## config.mk

```make
export PLATFORM = sky130hd
export DESIGN_NAME = fxp_hs_mult
export DESIGN_NICKNAME = d
export VERILOG_FILES = /design/src/rtl/fxp_mult_pkg.sv /design/src/rtl/fxp_mul_core.sv /design/src/rtl/fxp_requant.sv /design/src/rtl/fxp_pipe.sv /design/src/rtl/fxp_hs_mult.sv
export SDC_FILE = /design/constraint.sdc
export NUM_CORES = 1
export LEC_CHECK = 0
export BUFFER_PORTS_ARGS = -buffer_cell sky130_fd_sc_hd__clkbuf_2
export CAP_MARGIN = 10
export CORE_ASPECT_RATIO = 1.4
export CORE_UTILIZATION = 65
export CTS_BUF_LIST = sky130_fd_sc_hd__clkbuf_4 sky130_fd_sc_hd__clkbuf_8 sky130_fd_sc_hd__clkbuf_16
export DETAILED_ROUTE_END_ITERATION = 7
export GPL_TIMING_DRIVEN = 0
export PLACE_DENSITY = 0.83
export REMOVE_ABC_BUFFERS = 1
export SYNTH_ARGS = -nofsm -noshare
export SYNTH_HDL_FRONTEND = slang
export SYNTH_SLANG_ARGS = --single-unit
```

## constraint.sdc

```tcl
create_clock -name clk -period 9.65 [get_ports clk]
set_input_delay 0.965 -clock clk [delete_from_list [all_inputs] [get_ports clk]]
set_output_delay 0.965 -clock clk [all_outputs]
set_load 0.02 [all_outputs]
```

## src/rtl/fxp_mult_pkg.sv

```systemverilog
// Shared mode encodings for the fixed-point multiplier.
// Assumes: consumers compare against these enum values only.
package fxp_mult_pkg;

    // What happens to a value that falls outside the output range
    typedef enum logic {
        OVF_WRAP = 1'b0,
        OVF_SAT  = 1'b1
    } ovf_mode_e;

    // How discarded fraction bits are treated
    typedef enum logic {
        RND_TRUNC   = 1'b0,
        RND_HALF_UP = 1'b1
    } rnd_mode_e;

    // Larger of two integers, used for width sizing
    function automatic int imax(input int x, input int y);
        return (x > y) ? x : y;
    endfunction

endpackage

```

## src/rtl/fxp_mul_core.sv

```systemverilog
// Full-precision multiply of two fixed-point words.
// Each operand is widened by one bit (sign or zero) so signed and unsigned
// operands share a single signed multiplier; the product is exact.
// Assumes: A_W, B_W >= 1.
module fxp_mul_core #(
    parameter int A_W      = 16,
    parameter bit A_SIGNED = 1'b1,
    parameter int B_W      = 16,
    parameter bit B_SIGNED = 1'b1,
    localparam int FW      = A_W + B_W + 2
) (
    input  logic [A_W-1:0]       a_i,
    input  logic [B_W-1:0]       b_i,
    output logic signed [FW-1:0] full_o
);

    logic signed [A_W:0] a_x;
    logic signed [B_W:0] b_x;

    // Extend operands by their own signedness
    always_comb begin
        a_x = {(A_SIGNED ? a_i[A_W-1] : 1'b0), a_i};
        b_x = {(B_SIGNED ? b_i[B_W-1] : 1'b0), b_i};
    end

    // Exact product at full width
    always_comb begin
        full_o = FW'(a_x) * FW'(b_x);
    end

endmodule

```

## src/rtl/fxp_requant.sv

```systemverilog
// Rescales an exact signed product to the output fraction width, rounds,
// checks the output range and applies the chosen overflow handling.
// The overflow decision is taken on the value after rounding.
// Assumes: IN_W carries the exact value; a working width with headroom
// is derived so neither rounding nor up-scaling can overflow internally.
module fxp_requant
    import fxp_mult_pkg::*;
#(
    parameter int        IN_W       = 34,
    parameter int        IN_FRAC    = 16,
    parameter int        OUT_W      = 16,
    parameter int        OUT_FRAC   = 8,
    parameter bit        OUT_SIGNED = 1'b1,
    parameter ovf_mode_e OVF_MODE   = OVF_SAT,
    parameter rnd_mode_e RND_MODE   = RND_HALF_UP
) (
    input  logic signed [IN_W-1:0] val_i,
    output logic [OUT_W-1:0]       val_o,
    output logic                   ovf_o
);

    localparam int DROP    = (IN_FRAC > OUT_FRAC) ? IN_FRAC - OUT_FRAC : 0;
    localparam int GROW    = (OUT_FRAC > IN_FRAC) ? OUT_FRAC - IN_FRAC : 0;
    localparam int WW      = imax(IN_W + GROW, OUT_W) + 2;
    localparam int HALF_SH = (DROP > 0) ? DROP - 1 : 0;
    localparam logic signed [WW-1:0] ONE  = WW'(1);
    localparam logic signed [WW-1:0] HALF =
        (RND_MODE == RND_HALF_UP && DROP > 0) ? (ONE <<< HALF_SH) : '0;
    localparam logic signed [WW-1:0] MAXV = (ONE <<< (OUT_W - int'(OUT_SIGNED))) - ONE;
    localparam logic signed [WW-1:0] MINV = OUT_SIGNED ? -(ONE <<< (OUT_W - 1)) : '0;

    logic signed [WW-1:0] ext;
    logic signed [WW-1:0] scaled;
    logic                 above;
    logic                 below;

    // Widen, round, and align to the output binary point
    always_comb begin
        ext    = {{(WW - IN_W){val_i[IN_W-1]}}, val_i};
        scaled = ((ext + HALF) >>> DROP) <<< GROW;
    end

    // Range test against the output limits
    always_comb begin
        above = scaled > MAXV;
        below = scaled < MINV;
        ovf_o = above | below;
    end

    // Overflow handling picked by parameter
    generate
        if (OVF_MODE == OVF_SAT) begin : g_sat
            always_comb begin
                if (above)      val_o = MAXV[OUT_W-1:0];
                else if (below) val_o = MINV[OUT_W-1:0];
                else            val_o = scaled[OUT_W-1:0];
            end
        end else begin : g_wrap
            always_comb begin
                val_o = scaled[OUT_W-1:0];
            end
        end
    endgenerate

endmodule

```

## src/rtl/fxp_pipe.sv

```systemverilog
// Chain of N data registers with a valid bit per stage and one common
// advance enable. When en_i is low every stage holds.
// Assumes: N >= 1.
module fxp_pipe #(
    parameter int W = 17,
    parameter int N = 3
) (
    input  logic         clk,
    input  logic         rst_n,
    input  logic         en_i,
    input  logic         vld_i,
    input  logic [W-1:0] dat_i,
    output logic         vld_o,
    output logic [W-1:0] dat_o
);

    logic [W-1:0] dat_q [N];
    logic         vld_q [N];

    generate
        for (genvar i = 0; i < N; i++) begin : g_stage
            if (i == 0) begin : g_head
                // First stage captures the block's new sample
                always_ff @(posedge clk) begin
                    if (!rst_n) begin
                        vld_q[i] <= 1'b0;
                        dat_q[i] <= '0;
                    end else if (en_i) begin
                        vld_q[i] <= vld_i;
                        dat_q[i] <= dat_i;
                    end
                end
            end else begin : g_body
                // Later stages take the previous stage
                always_ff @(posedge clk) begin
                    if (!rst_n) begin
                        vld_q[i] <= 1'b0;
                        dat_q[i] <= '0;
                    end else if (en_i) begin
                        vld_q[i] <= vld_q[i-1];
                        dat_q[i] <= dat_q[i-1];
                    end
                end
            end
        end
    endgenerate

    assign vld_o = vld_q[N-1];
    assign dat_o = dat_q[N-1];

endmodule

```

## src/rtl/fxp_hs_mult.sv

```systemverilog
// Pipelined fixed-point multiplier with four-wire flow control.
// Datapath: exact multiply -> rescale/round/overflow -> STAGES registers.
// Flow: the register chain advances when out_rdy_i is high; in_rdy_o
// mirrors out_rdy_i, and a sample offered the cycle after in_rdy_o was low
// is discarded. The overflow flag travels with its product.
// Assumes: STAGES >= 1; out_rdy_i tied high when downstream has no stall.
module fxp_hs_mult
    import fxp_mult_pkg::*;
#(
    parameter int        A_W      = 16,
    parameter int        A_IW     = 8,
    parameter bit        A_SIGNED = 1'b1,
    parameter int        B_W      = 16,
    parameter int        B_IW     = 8,
    parameter bit        B_SIGNED = 1'b1,
    parameter int        P_W      = 16,
    parameter int        P_IW     = 8,
    parameter bit        P_SIGNED = 1'b1,
    parameter int        STAGES   = 3,
    parameter ovf_mode_e OVF_MODE = OVF_SAT,
    parameter rnd_mode_e RND_MODE = RND_HALF_UP
) (
    input  logic           clk,
    input  logic           rst_n,
    input  logic [A_W-1:0] a_i,
    input  logic [B_W-1:0] b_i,
    input  logic           in_vld_i,
    input  logic           out_rdy_i,
    output logic           in_rdy_o,
    output logic           out_vld_o,
    output logic [P_W-1:0] prod_o,
    output logic           ovf_o
);

    localparam int A_FRAC = A_W - A_IW;
    localparam int B_FRAC = B_W - B_IW;
    localparam int P_FRAC = P_W - P_IW;
    localparam int FW     = A_W + B_W + 2;

    logic signed [FW-1:0] full;
    logic [P_W-1:0]       q_val;
    logic                 q_ovf;
    logic                 rdy_q;
    logic                 accept;
    logic                 last_vld;
    logic [P_W:0]         last_dat;

    fxp_mul_core #(
        .A_W      (A_W),
        .A_SIGNED (A_SIGNED),
        .B_W      (B_W),
        .B_SIGNED (B_SIGNED)
    ) u_core (
        .a_i    (a_i),
        .b_i    (b_i),
        .full_o (full)
    );

    fxp_requant #(
        .IN_W       (FW),
        .IN_FRAC    (A_FRAC + B_FRAC),
        .OUT_W      (P_W),
        .OUT_FRAC   (P_FRAC),
        .OUT_SIGNED (P_SIGNED),
        .OVF_MODE   (OVF_MODE),
        .RND_MODE   (RND_MODE)
    ) u_rq (
        .val_i (full),
        .val_o (q_val),
        .ovf_o (q_ovf)
    );

    // Remember last cycle's readiness for the one-cycle-lag acceptance rule
    always_ff @(posedge clk) begin
        if (!rst_n) rdy_q <= 1'b1;
        else        rdy_q <= out_rdy_i;
    end

    // A sample enters only when offered, chain moving, and ready last cycle
    always_comb begin
        accept = in_vld_i & out_rdy_i & rdy_q;
    end

    fxp_pipe #(
        .W (P_W + 1),
        .N (STAGES)
    ) u_pipe (
        .clk   (clk),
        .rst_n (rst_n),
        .en_i  (out_rdy_i),
        .vld_i (accept),
        .dat_i ({q_ovf, q_val}),
        .vld_o (last_vld),
        .dat_o (last_dat)
    );

    // Present the tail stage; valid and flag are masked by downstream ready
    always_comb begin
        in_rdy_o  = out_rdy_i;
        out_vld_o = last_vld & out_rdy_i;
        prod_o    = last_dat[P_W-1:0];
        ovf_o     = last_dat[P_W] & out_vld_o;
    end

endmodule

```

## Yosys cells after proc, flatten, opt, wreduce, memory -nomap -nowiden

Memories as Yosys holds them, arrays and structs flattened.
Cells that the tools add are included.

| word-level totals | value |
|---|---|
| register bits | 1 |
| logic and storage cells | 30 |
| output and inout port bits | 19 |
| bits of input ports | 36 |
| memory bits (writable) | 54 |
| memories kept | 2 |

| operators by class | value |
|---|---|
| multipliers | 1 |
| bitwise operators | 11 |
| add/subtract/negate cells | 1 |
| magnitude comparators | 2 |
| muxes and demuxes | 12 |

Memories:

| memory | words | width | rd ports | clocked after memory_dff | wr ports | RTL line | RTL |
|---|---|---|---|---|---|---|---|
| u_pipe.dat_q | 3 | 17 | 3 | 0 | 3 | fxp_pipe.sv:17 | `logic [W-1:0] dat_q [N];` |
| u_pipe.vld_q | 3 | 1 | 3 | 0 | 3 | fxp_pipe.sv:18 | `logic vld_q [N];` |

Operators by type and width:

| cell | number |
|---|---|
| 2-to-1 mux 17 bit | 3 |
| adder 32 x 9 -> 33 bit (second input constant) | 1 |
| multiplier 16 x 16 -> 32 bit | 1 |
| 2-to-1 mux 16 bit | 2 |
| greater-than comparator 25 x 16 -> 1 bit (second input constant) | 1 |
| less-than comparator 25 x 16 -> 1 bit (second input constant) | 1 |
| 2-to-1 mux 1 bit | 7 |
| bitwise OR 1 bit | 7 |
| bitwise AND 1 bit | 4 |

## Logic depth before layout (Yosys ltp)

Gate-level depths: netlist of the first run.

| logic depth | value |
|---|---|
| depth in word-level cells | 6 |
| gate-level depth with buffers | 25 |
| depth with buffers taken out | 23 |

## Modules after synthesis

From an unflattened synthesis of the first run, not the netlist that was laid out.

| second synthesis, totals | value |
|---|---|
| cells, all modules | 1,401 |
| area total of the unflattened synthesis | 13,097.6 um2 |

By module, submodules not included:

| module | area an instance (um2) | sequential area each (um2) | times used | cells an instance |
|---|---|---|---|---|
| fxp_mul_core | 10,263.6 | 0.0 | 1 | 1,156 |
| fxp_pipe | 2,038.2 | 1,611.5 | 1 | 122 |
| fxp_requant | 742.0 | 0.0 | 1 | 117 |
| fxp_hs_mult | 53.8 | 20.0 | 1 | 6 |

## Worst setup path before layout of the first run

OpenSTA, ideal clock, no wires.

| timing path | value |
|---|---|
| kind | input to register |
| from | in b_i[1] |
| to | mem u_pipe.dat_q[0][10] (data pin) |
| slack | 1.996 ns |
| library setup time | 0.159 ns |
| path buffers | 4 |
| arrival | 7.495 ns |
| stages on the path | 23 |
| required time | 9.491 ns |
| cell sequence | clkbuf_1 -> nand2_1 -> inv_1 -> fa_1 -> inv_1 -> fa_1 -> inv_1 -> fa_1 -> fa_1 -> fa_1 -> fa_1 -> ha_1 -> buf_6 -> and4_1 -> buf_6 -> and3_4 -> a32o_1 -> or4_1 -> o2111a_1 -> a2111oi_4 -> o41ai_4 -> buf_6 -> a211oi_2 |

RTL lines:

| what | RTL line | RTL |
|---|---|---|
| start: declaration | fxp_hs_mult.sv:26 | `input logic [B_W-1:0] b_i,` |
| end: declaration | fxp_pipe.sv:17 |  |

==> results of run 1 <==
-- final cells by class --
| class | instances | area [um^2] |
|---|---|---|
| Clock buffer | 7 | 140 |
| Clock inverter | 1 | 30.0 |
| Fill cell | 1479 | 6080 |
| Inverter | 318 | 1190 |
| Multi-Input combinational cell | 870 | 9470 |
| Sequential cell | 55 | 1630 |
| Tap cell | 248 | 310 |
| Timing Repair Buffer | 55 | 290 |
-- worst min-delay path, cell delays in order, from the launching register on --
cell and delay, ps:
dfxtp_1 310, nand2_1 50, nor2_1 70
-- cell families (layout without fill, tap and decap cells) --
family                   after synthesis  count (layout)  synth area share [%]
buffers and inverters                386             381                  12.2
adder cells (fa/ha/maj)              345             345                  50.0
AND/OR/NAND/NOR                      384             384                  15.9
XOR/XNOR                              24              24                  1.77
multiplexers                           3               3                 0.238
AO/OA/AOI/OAI                        114             114                  7.01
flip-flops                            55              55                  12.9
-- cell usage after synthesis (3+ instances only) --
master and number:
o21ai_0 12, clkbuf_1 46, o2111ai_1 5, and4_1 4
inv_1 318, a21oi_1 26, and2_1 127, a211oi_2 9
nand3_1 12, nand4_1 6, xor2_1 8, nor3_1 6
or3_1 3, o211ai_1 6, a2111oi_0 3, a211oi_1 12
o21a_1 3, a21o_1 13, nand2b_1 7, buf_4 17
nand2_1 138, fa_1 267, buf_6 4, nor2_1 23
edfxtp_1 53, o21bai_1 4, ha_1 78, and3_1 48
a311oi_1 3, mux2i_1 3, xnor2_1 15
-- routing by layer --
layer | up-vias | track usage [%] | part of all wire [%]
met2 | 253 | 55.9 | 57
met3 | 102 | 1.82 | 2.9
met4 | 0 | 13.9 | 5.2
li1 | 3980 | - | -
met1 | 4589 | 32.1 | 35
met5 | - | 0 | 0
-- sequential cells by signal, indices dropped and copies added (netlist names) --
register	flops
u_pipe.dat_q	51
rdy_q	1
u_pipe.vld_q	3
-- through the flow --
step                      hold slack, ps  instances  setup slack [ps]  cell area [um^2]  utilization, %
after floorplan                      479       1243              2110             12300               -
after global placement               489       1545              1140             12900            67.2
after detailed placement             512       1546              1040             12900            67.4
after CTS                            558       1554              1300             13100            68.2
after global routing                 556       1554               787             13100            68.2
final                                547       1554              1250             13100            68.2
-- worst paths after layout --
| kind | end | slack (ps) | cells past startpoint |
|---|---|---|---|
| worst max-delay path | u_pipe.dat_q[0][4] | 1250 | 20 |
| worst min-delay path | u_pipe.vld_q[0] | 550 | 2 |
| worst max register to register | u_pipe.dat_q[2][8] | 8830 | 1 |
| worst min register to register | u_pipe.vld_q[0] | 550 | 2 |
==> summary.md, run 1 <==
| Metric | Value |
|---|---|
| Synth warn | `0` |
| TritonCTS buffer count | `5` |
| Hold_sp | `rdy_q` |
| Layout cells sized above 1 | `under 10%` |
| Status | `finished clean` |
| DRC errors left | `0` |
| Reg clk slew, reported paths | `about 70 ps` |
| RSZ-0062 raised after global routing | `no` |
| Relative slew slack | `28.7%` |
| Longest Clk Path Bufs | `2` |
| Routed via count | `8,924` |
| Die Ht | `between 150 and 200 um` |
| Die width | `120 um` |
| Initial antenna violation count | `0` |
| CP endpoint kind | `register` |
| Core Region | `19,100 um^2` |
| First-pass GRT wire length | `45,600 um` |
| Routed Antenna Nets | `0` |
| Via-per-instance ratio | `5.74` |
| Yosys reg bits | `55` |
| H-tree Lvls | `2` |
| Dpl hpwl | `between 20,000 and 25,000 um` |
| Initial Util | `66.0%` |
| Async SR Flop Fraction | `0%` |
| Crit-path max FO | `16` |
| Post-Syn Area per Cell | `9.64 um^2` |
| Pin count of the biggest net entering global routing | `43` |
| Max Cap Viol | `0` |
| Synth top area cells | `fa_1, edfxtp_1, inv_1` |
| GRT overflow | `0` |
| Die area | `20,000 um^2` |
| Post-synth top area cell | `fa_1` |
| Clk root buf | `clkbuf_16` |
| Top FF cell, synth | `edfxtp_1` |
| Synth Cell Area | `12,600 um^2` |
| Vias in the first global route | `between 9,000 and 10,000` |
| Area share of the largest cell type after synthesis | `42.3%` |
| # nets final | `1,686` |
| Max Slew Vio Count | `0` |
| Cells resized by post-CTS repair | `0` |
| CP Buf/Inv Count | `4` |
| Setup Skew | `about 6.8 ps` |
| Crit Path Category | `input port to register` |
| Fin crit period | `around 8400 ps` |
| Mapped Cells | `1,311` |
| Worst EP arrival | `8390 ps` |
| Reg-to-reg critical path startpoint | `u_pipe.dat_q[1][8]` |
| Synth cell types | `59` |
| Post-CTS setup buffers | `0` |
| CTS tree | `built` |
| Clock sink total | `55` |
| Cells along the critical path | `clkbuf_2 > nand2_1 > inv_1 > fa_1 > inv_1 > fa_1 > inv_1 > fa_1 > fa_1 > fa_1 > fa_1 > ha_1 > and4_1 > and3_4 > a32o_1 > or2_1 > nor4b_1 > o2111ai_1 > o41ai_4 > a211oi_1` |
| Routed len/inst | `17.0 um` |
| EDFF count, synth | `53` |
| Critical Path RT | `9630 ps` |
| TritonRoute pass-1 iters | `5` |
| Antenna cells | `0` |
| Crit share post-route | `~87%` |
| Row cnt | `60` |
| DR iter-0 viols | `about 470` |
| CP Launch Point | `b_i[1]` |
| Area Overhead vs Synth | `3.36%` |
| Clock Latency Late Sink | `290 ps` |
| Most common cell after layout, fill and taps aside | `inv_1` |
| Slew @ Worst Pin | `1070 ps` |
| Drt total wl | `26,400 um` |
| Type of element launching the critical path | `input port` |
| GPL Wtd Cong | `0.879` |
| Sequential area share after synthesis | `12.9%` |
| Number of I/O port buffers | `54` |
| Hold buffers post-CTS | `0` |
| Hold Vio Cnt, Final | `0` |
| Total GRT Usage | `29.1%` |
| Setup violators final | `0` |
| Highest-count cells in the layout ignoring fill and taps | `inv_1, fa_1, nand2_1, and2_1, ha_1` |
| CP max-delay cell | `o41ai_4` |
| Max incr delay on CP | `960 ps` |
| Min-delay worst type | `register to register` |
| TNS Setup | `0 ps` |
| Io pins | `55` |
| Most frequent CP cell | `fa_1` |
| Max Clk Rate | `119 MHz` |
| CP top delay family | `adder cells` |
Power of run 1 is left out: the tool's default activity adds up to more than one toggle a clock period on the data nets, which glitch-free logic cannot reach.
==> inputs of run 2 (changes only) <==
==> constraint.sdc (replaced) <==
create_clock -name clk -period 8.6 [get_ports clk]
set_input_delay 0.86 -clock clk [delete_from_list [all_inputs] [get_ports clk]]
set_output_delay 0.86 -clock clk [all_outputs]
set_load 0.02 [all_outputs]
==> run 2 against run 1 <==
Effect of this change:
- global-route usage unchanged
- routed wire length down 0.13%
- worst setup slack worse by 780 ps
- critical path depth up 1
- non-clock buffer count up 1
- hold slack better by 0.76 ps
- final cell count about the same
- flip-flop and latch count unchanged
- count of clock-buffer cells in the layout unchanged
- clock skew down 1.1 ps
- utilization up 0.16 points
- via count about the same
- critical path type unchanged
- critical endpoint unchanged
==> summary.md, run 2 (synthesized netlist as in run 1, its figures left out) <==
| Metric | Value |
|---|---|
| Row cnt | `60 (unchanged)` |
| Max reg flops | `51 (unchanged)` |
| Max Slew Vio Count | `0 (unchanged)` |
| Die width | `120 um (unchanged)` |
| Initial Util | `66.0% (unchanged)` |
| GRT busiest layer | `met2 (unchanged)` |
| Most common cell after layout, fill and taps aside | `inv_1 (unchanged)` |
| First-pass GRT wire length | `45,600 um (unchanged)` |
| Critical Path RT | `8690 ps (was 9630 ps)` |
| Io pins | `55 (unchanged)` |
| Hold Vio Cnt, Final | `0 (unchanged)` |
| FF-to-FF path depth | `1 (unchanged)` |
| Type of element launching the critical path | `input port (unchanged)` |
| GR Util met1 | `32.1% (unchanged)` |
| Reg clk slew, reported paths | `70 ps (about the same)` |
| # nets final | `1,687 (was 1,686)` |
| CP max-delay cell | `fa_1 (was o41ai_4)` |
| Setup slack at placement | `96.9 ps (was 1040 ps)` |
| Routed Antenna Nets | `0 (unchanged)` |
| Max Clk Rate | `123 MHz` |
| CTS tree | `built (unchanged)` |
| Clk root buf | `clkbuf_16 (unchanged)` |
| Hold path depth | `2 (unchanged)` |
| Hold_sp | `rdy_q (unchanged)` |
| Clock Latency Late Sink | `280 ps (was 290 ps)` |
| Slew @ Worst Pin | `812 ps (was 1070 ps)` |
| Vias in the first global route | `9,863 (unchanged)` |
| Routed via count | `8,917 (was 8,924)` |
| Top reg by flops | `u_pipe.dat_q (unchanged)` |
| H-tree Lvls | `2 (unchanged)` |
| Drt total wl | `26,300 um (was 26,400 um)` |
| Crit-path max FO | `16 (unchanged)` |
| Largest regs | `u_pipe.dat_q x51, u_pipe.vld_q x3, rdy_q x1 (unchanged)` |
| Final instance area | `13,100 um^2 (about the same)` |
| Via-per-instance ratio | `5.73 (was 5.74)` |
| Highest-count cells in the layout ignoring fill and taps | `inv_1, fa_1, nand2_1, and2_1, ha_1 (unchanged)` |
| TritonRoute pass-1 iters | `4 (was 5)` |
| DR iter-0 viols | `485 (was 468)` |
| Routed len/inst | `16.9 um (was 17.0 um)` |
| R2R Setup Slk | `7780 ps (was 8830 ps)` |
| Max Cap Viol | `0 (unchanged)` |
| Final WS setup | `469 ps (was 1250 ps)` |
| Post-Place Cells | `1,546 (unchanged)` |
| Reg-to-reg critical path startpoint | `u_pipe.dat_q[1][8] (unchanged)` |
| Met3 Resource Use GR | `1.82% (unchanged)` |
| Cells along the critical path | `clkbuf_2 > nand2_1 > inv_1 > fa_1 > inv_1 > fa_1 > inv_1 > fa_1 > fa_1 > fa_1 > fa_1 > ha_1 > and4_1 > and3_4 > a32o_1 > or4_1 > o2111a_1 > a2111oi_4 > o41ai_4 > buf_12 > a211oi_1 (was clkbuf_2 > nand2_1 > inv_1 > fa_1 > inv_1 > fa_1 > inv_1 > fa_1 > fa_1 > fa_1 > fa_1 > ha_1 > and4_1 > and3_4 > a32o_1 > or2_1 > nor4b_1 > o2111ai_1 > o41ai_4 > a211oi_1)` |
| Setup Skew | `5.74 ps (was 6.82 ps)` |
| Post-place instance area | `12,900 um^2 (unchanged)` |
| RSZ-0062 raised after global routing | `no (unchanged)` |
| GRT met2 Usage | `55.9% (unchanged)` |
| Max incr delay on CP | `650 ps (was 960 ps)` |
| Setup violators final | `0 (unchanged)` |
| Dpl hpwl | `21,700 um (unchanged)` |
| Non-Filler Instances | `1,555 (was 1,554)` |
| Layout cells sized above 1 | `6.12% (was 6.05%)` |
| Die Ht | `167 um (unchanged)` |
| Hold Path Sink | `u_pipe.vld_q[0] (unchanged)` |
| Min-delay worst type | `register to register (unchanged)` |
| TNS Setup | `0 ps (unchanged)` |
| CP endpoint kind | `register (unchanged)` |
| Clock sink total | `55 (unchanged)` |
| Critical register-to-register path endpoint | `u_pipe.dat_q[2][8] (unchanged)` |
| DRC errors left | `0 (unchanged)` |
| Fin crit period | `8130 ps` |
| GRT overflow | `0 (unchanged)` |
| Crit Path Category | `input port to register (unchanged)` |
| Core Region | `19,100 um^2 (unchanged)` |
| Antenna cells | `0 (unchanged)` |
| TritonCTS buffer count | `5 (unchanged)` |
| Pin count of the biggest net entering global routing | `43 (unchanged)` |
| Number of I/O port buffers | `54 (unchanged)` |
| Initial antenna violation count | `0 (unchanged)` |
| GPL Wtd Cong | `0.879 (unchanged)` |
| Longest Clk Path Bufs | `2 (unchanged)` |
| Relative slew slack | `45.5% (was 28.7%)` |
| Most frequent CP cell | `fa_1 (unchanged)` |
| Crit share post-route | `94.6%` |
| Worst EP arrival | `8220 ps (was 8390 ps)` |
| Area Overhead vs Synth | `3.60% (was 3.36%)` |
| Total GRT Usage | `29.1% (unchanged)` |
| Die area | `20,000 um^2 (unchanged)` |
| Status | `finished clean (unchanged)` |
run 2: cell count changes in the layout (fill, tap and decap cells not counted), sizes merged:
cell,previous run,this run
buf,1,2
run 2: worst max-delay path by stage:
| stage | from | end |
|---|---|---|
| floorplan | b_i[1] | u_pipe.dat_q[0][14] |
| global placement | b_i[1] | u_pipe.dat_q[0][4] |
| detailed placement | b_i[1] | u_pipe.dat_q[0][4] |
| CTS | b_i[1] | u_pipe.dat_q[0][4] |
| global route | b_i[1] | u_pipe.dat_q[0][4] |
| finish | b_i[1] | u_pipe.dat_q[0][4] |
run 2: metrics by stage:
| stage | util (%) | hold WS [ps] |
|---|---|---|
| 2_1_floorplan | - | 479 |
| 3_3_place_gp | 67.2 | 489 |
| 3_5_place_dp | 67.4 | 512 |
| 4_1_cts | 68.2 | 558 |
| 5_1_grt | 68.4 | 556 |
| 6_report | 68.4 | 548 |
run 2: what timing repair did:
action,in CTS,in global routing
hold buffers,0,0
resized for setup,0,1
setup buffers,0,1
endpoints found under the setup margin,0,16
run 2: critical path: cells and delay by family:
kind	cells	cell delay [ps]
AND/OR/NAND/NOR	4	1210
buffers and inverters	5	1000
adder cells (fa/ha/maj)	7	3610
AO/OA/AOI/OAI	5	1540
run 2: layer usage:
layer  up-vias  share of wire [%]
met3       106                2.8
met5         -                  0
met4         0                5.4
met1      4578                 35
met2       248                 57
li1       3985                  -
run 2: cell type report:
cell class                      instances  area (um^2)
Timing Repair Buffer                   56          310
Sequential cell                        55         1630
Clock inverter                          1         30.0
Multi-Input combinational cell        870         9480
Fill cell                            1475         6050
Inverter                              318         1190
Clock buffer                            7          140
Tap cell                              248          310
Power of run 2 is left out for the same reason.
==> inputs of run 3 (changes only) <==
--- a/config.mk
+++ b/config.mk
@@ -8,11 +8,11 @@
 export BUFFER_PORTS_ARGS = -buffer_cell sky130_fd_sc_hd__clkbuf_2
 export CAP_MARGIN = 10
 export CORE_ASPECT_RATIO = 1.4
-export CORE_UTILIZATION = 65
+export CORE_UTILIZATION = 70
 export CTS_BUF_LIST = sky130_fd_sc_hd__clkbuf_4 sky130_fd_sc_hd__clkbuf_8 sky130_fd_sc_hd__clkbuf_16
 export DETAILED_ROUTE_END_ITERATION = 7
 export GPL_TIMING_DRIVEN = 0
-export PLACE_DENSITY = 0.83
+export PLACE_DENSITY = 0.89
 export REMOVE_ABC_BUFFERS = 1
 export SYNTH_ARGS = -nofsm -noshare
 export SYNTH_HDL_FRONTEND = slang
==> constraint.sdc (replaced) <==
create_clock -name clk -period 10.2 [get_ports clk]
set_input_delay 1.02 -clock clk [delete_from_list [all_inputs] [get_ports clk]]
set_output_delay 1.02 -clock clk [all_outputs]
set_load 0.02 [all_outputs]
==> run 3 against run 2 <==
Effect of this change:
- clock skew shrank 3.0 ps
- register-to-register slack gained 1600 ps
- global-route usage rose by 3.6 points
- worst setup slack better by 1200 ps
- hold slack worse by 26 ps
- die area shrank 7.0%
- highest routed layer unchanged
==> summary.md, run 3 (synthesized netlist as in run 1, its figures left out) <==
| Metric | Value |
|---|---|
| Hold path depth | `2 (unchanged)` |
| Top reg by flops | `u_pipe.dat_q (unchanged)` |
| FF-to-FF path depth | `1 (unchanged)` |
| Max Cap Viol | `0 (unchanged)` |
| Crit-path max FO | `16 (unchanged)` |
| Antenna cells | `0 (unchanged)` |
| CP top delay family | `adder cells (unchanged)` |
| R2R Setup Slk | `9340 ps (was 7780 ps)` |
| Critical Path RT | `10,180 ps (was 8690 ps)` |
| Clk root buf | `clkbuf_16 (unchanged)` |
| Max reg flops | `51 (unchanged)` |
| Pin count of the biggest net entering global routing | `43 (unchanged)` |
| Hold Vio Cnt, Final | `0 (unchanged)` |
| First-pass GRT wire length | `46,600 um (was 45,600 um)` |
| DRC errors left | `0 (unchanged)` |
| Row cnt | `57 (was 60)` |
| Post-CTS setup buffers | `0 (unchanged)` |
| Setup Skew | `2.72 ps (was 5.74 ps)` |
| Max incr delay on CP | `1010 ps (was 650 ps)` |
| Most frequent CP cell | `fa_1 (unchanged)` |
| Cells along the critical path | `clkbuf_2 > nand2_1 > inv_1 > fa_1 > inv_1 > fa_1 > inv_1 > fa_1 > fa_1 > fa_1 > fa_1 > ha_1 > and4_1 > and3_4 > a32o_1 > or2_1 > nor4b_1 > o2111ai_1 > o41ai_4 > a211oi_1 (was clkbuf_2 > nand2_1 > inv_1 > fa_1 > inv_1 > fa_1 > inv_1 > fa_1 > fa_1 > fa_1 > fa_1 > ha_1 > and4_1 > and3_4 > a32o_1 > or4_1 > o2111a_1 > a2111oi_4 > o41ai_4 > buf_12 > a211oi_1)` |
| CP max-delay cell | `o41ai_4 (was fa_1)` |
| Initial Util | `72.1% (was 66.0%)` |
| Min-delay worst type | `register to register (unchanged)` |
| Layout cells sized above 1 | `6.05% (was 6.12%)` |
| CTS tree | `built (unchanged)` |
| Max Clk Rate | `around 120 MHz` |
| Fin Hold WS | `522 ps (was 548 ps)` |
| Area Overhead vs Synth | `3.24% (was 3.60%)` |
| Hold Path Sink | `u_pipe.vld_q[2] (was u_pipe.vld_q[0])` |
| Cells resized by post-CTS repair | `0 (unchanged)` |
| Clock sink total | `55 (unchanged)` |
| Drt total wl | `27,200 um (was 26,300 um)` |
| H-tree Lvls | `2 (unchanged)` |
| Total GRT Usage | `32.7% (was 29.1%)` |
| Crit Path Category | `input port to register (unchanged)` |
| Die Ht | `161 um (was 167 um)` |
| Fin crit period | `8530 ps` |
| Routed via count | `9,107 (was 8,917)` |
| Slew @ Worst Pin | `1140 ps (was 812 ps)` |
| GPL Wtd Cong | `0.932 (was 0.879)` |
| Reg-to-reg critical path startpoint | `u_pipe.dat_q[1][14] (was u_pipe.dat_q[1][8])` |
| TNS Setup | `0 ps (unchanged)` |
| DR iter-0 viols | `657 (was 485)` |
| Dpl hpwl | `22,000 um (was 21,700 um)` |
| Io pins | `55 (unchanged)` |
| Die width | `116 um (was 120 um)` |
| CP Buf/Inv Count | `4 (was 5)` |
| Relative slew slack | `24.0% (was 45.5%)` |
| GRT overflow | `0 (unchanged)` |
| CP endpoint kind | `register (unchanged)` |
| RSZ-0062 raised after global routing | `no (unchanged)` |
| Highest-count cells in the layout ignoring fill and taps | `inv_1, fa_1, nand2_1, and2_1, ha_1 (unchanged)` |
| Critical register-to-register path endpoint | `u_pipe.dat_q[2][14] (was u_pipe.dat_q[2][8])` |
| Via-per-instance ratio | `5.91 (was 5.73)` |
| TritonRoute pass-1 iters | `5 (was 4)` |
| Hold buffers post-CTS | `0 (unchanged)` |
| Number of I/O port buffers | `54 (unchanged)` |
| TritonCTS buffer count | `5 (unchanged)` |
| Vias in the first global route | `10,400 (was 9,863)` |
| Largest regs | `u_pipe.dat_q x51, u_pipe.vld_q x3, rdy_q x1 (unchanged)` |
| Routed len/inst | `17.6 um (was 16.9 um)` |
| Status | `finished clean (unchanged)` |
| Reg clk slew, reported paths | `70 ps (about the same)` |
| Setup violators final | `0 (unchanged)` |
| Max Slew Vio Count | `0 (unchanged)` |
| Initial antenna violation count | `0 (unchanged)` |
| Hold_sp | `u_pipe.vld_q[1] (was rdy_q)` |
| Crit share post-route | `83.7%` |
| Die area | `18,600 um^2 (was 20,000 um^2)` |
| Core Region | `17,500 um^2 (was 19,100 um^2)` |
| Worst EP arrival | `8520 ps (was 8220 ps)` |
| Most common cell after layout, fill and taps aside | `inv_1 (unchanged)` |
| # fillers | `1,223 (was 1,475)` |
| Routed Antenna Nets | `0 (unchanged)` |
| Longest Clk Path Bufs | `2 (unchanged)` |
| # nets final | `1,686 (was 1,687)` |
| Type of element launching the critical path | `input port (unchanged)` |
| Clock Latency Late Sink | `290 ps (was 280 ps)` |
run 3: cell count changes in the layout (fill, tap and decap cells not counted), sizes merged:
cell      before  now
clkinvlp       0    1
clkbuf        61   60
buf            2    1
run 3: per-layer routing:
metal	vias up	wire (um)	global-route usage, %
met5	-	0	0
met4	0	1790	20.4
met1	4599	9300	36.5
met2	387	14800	59.0
li1	3983	-	-
met3	138	1230	3.41
run 3: area by class of cell:
type / count / area [um^2] / area share (%)
Inverter: 318 / 1190 / 9.15
Multi-Input combinational cell: 870 / 9470 / 72.6
Sequential cell: 55 / 1630 / 12.5
Clock inverter: 2 / 37.5 / 0.288
Timing Repair Buffer: 55 / 290 / 2.22
Tap cell: 236 / 295 / 2.26
Clock buffer: 6 / 133 / 1.02
run 3: how the worst max path moves through the flow:
stage,end,cells past startpoint,start,slack [ps]
after floorplan,u_pipe.dat_q[0][14],19,b_i[1],2600
after global placement,u_pipe.dat_q[0][4],20,b_i[1],1670
after detailed placement,u_pipe.dat_q[0][3],20,b_i[1],1500
after CTS,u_pipe.dat_q[0][3],20,b_i[1],1730
after global routing,u_pipe.dat_q[0][1],20,b_i[1],1300
final,u_pipe.dat_q[0][3],20,b_i[1],1670
run 3: per-stage QoR:
step	std cells	utilization, %	instance area [um^2]	worst slack (ps)
3_5_place_dp	1534	73.4	12900	1500
4_1_cts	1542	74.4	13100	1730
3_3_place_gp	1533	73.3	12900	1670
5_1_grt	1542	74.4	13100	1300
2_1_floorplan	1243	-	12300	2600
6_report	1542	74.4	13100	1670
run 3: worst min-delay path, delay by kind of cell, from the launching register on:
| family | cells | cell delay (ps) |
|---|---|---|
| DFF | 1 | 330 |
| and+or+nand+nor | 1 | 100 |
| muxes | 1 | 60 |
Power of run 3 is left out for the same reason.
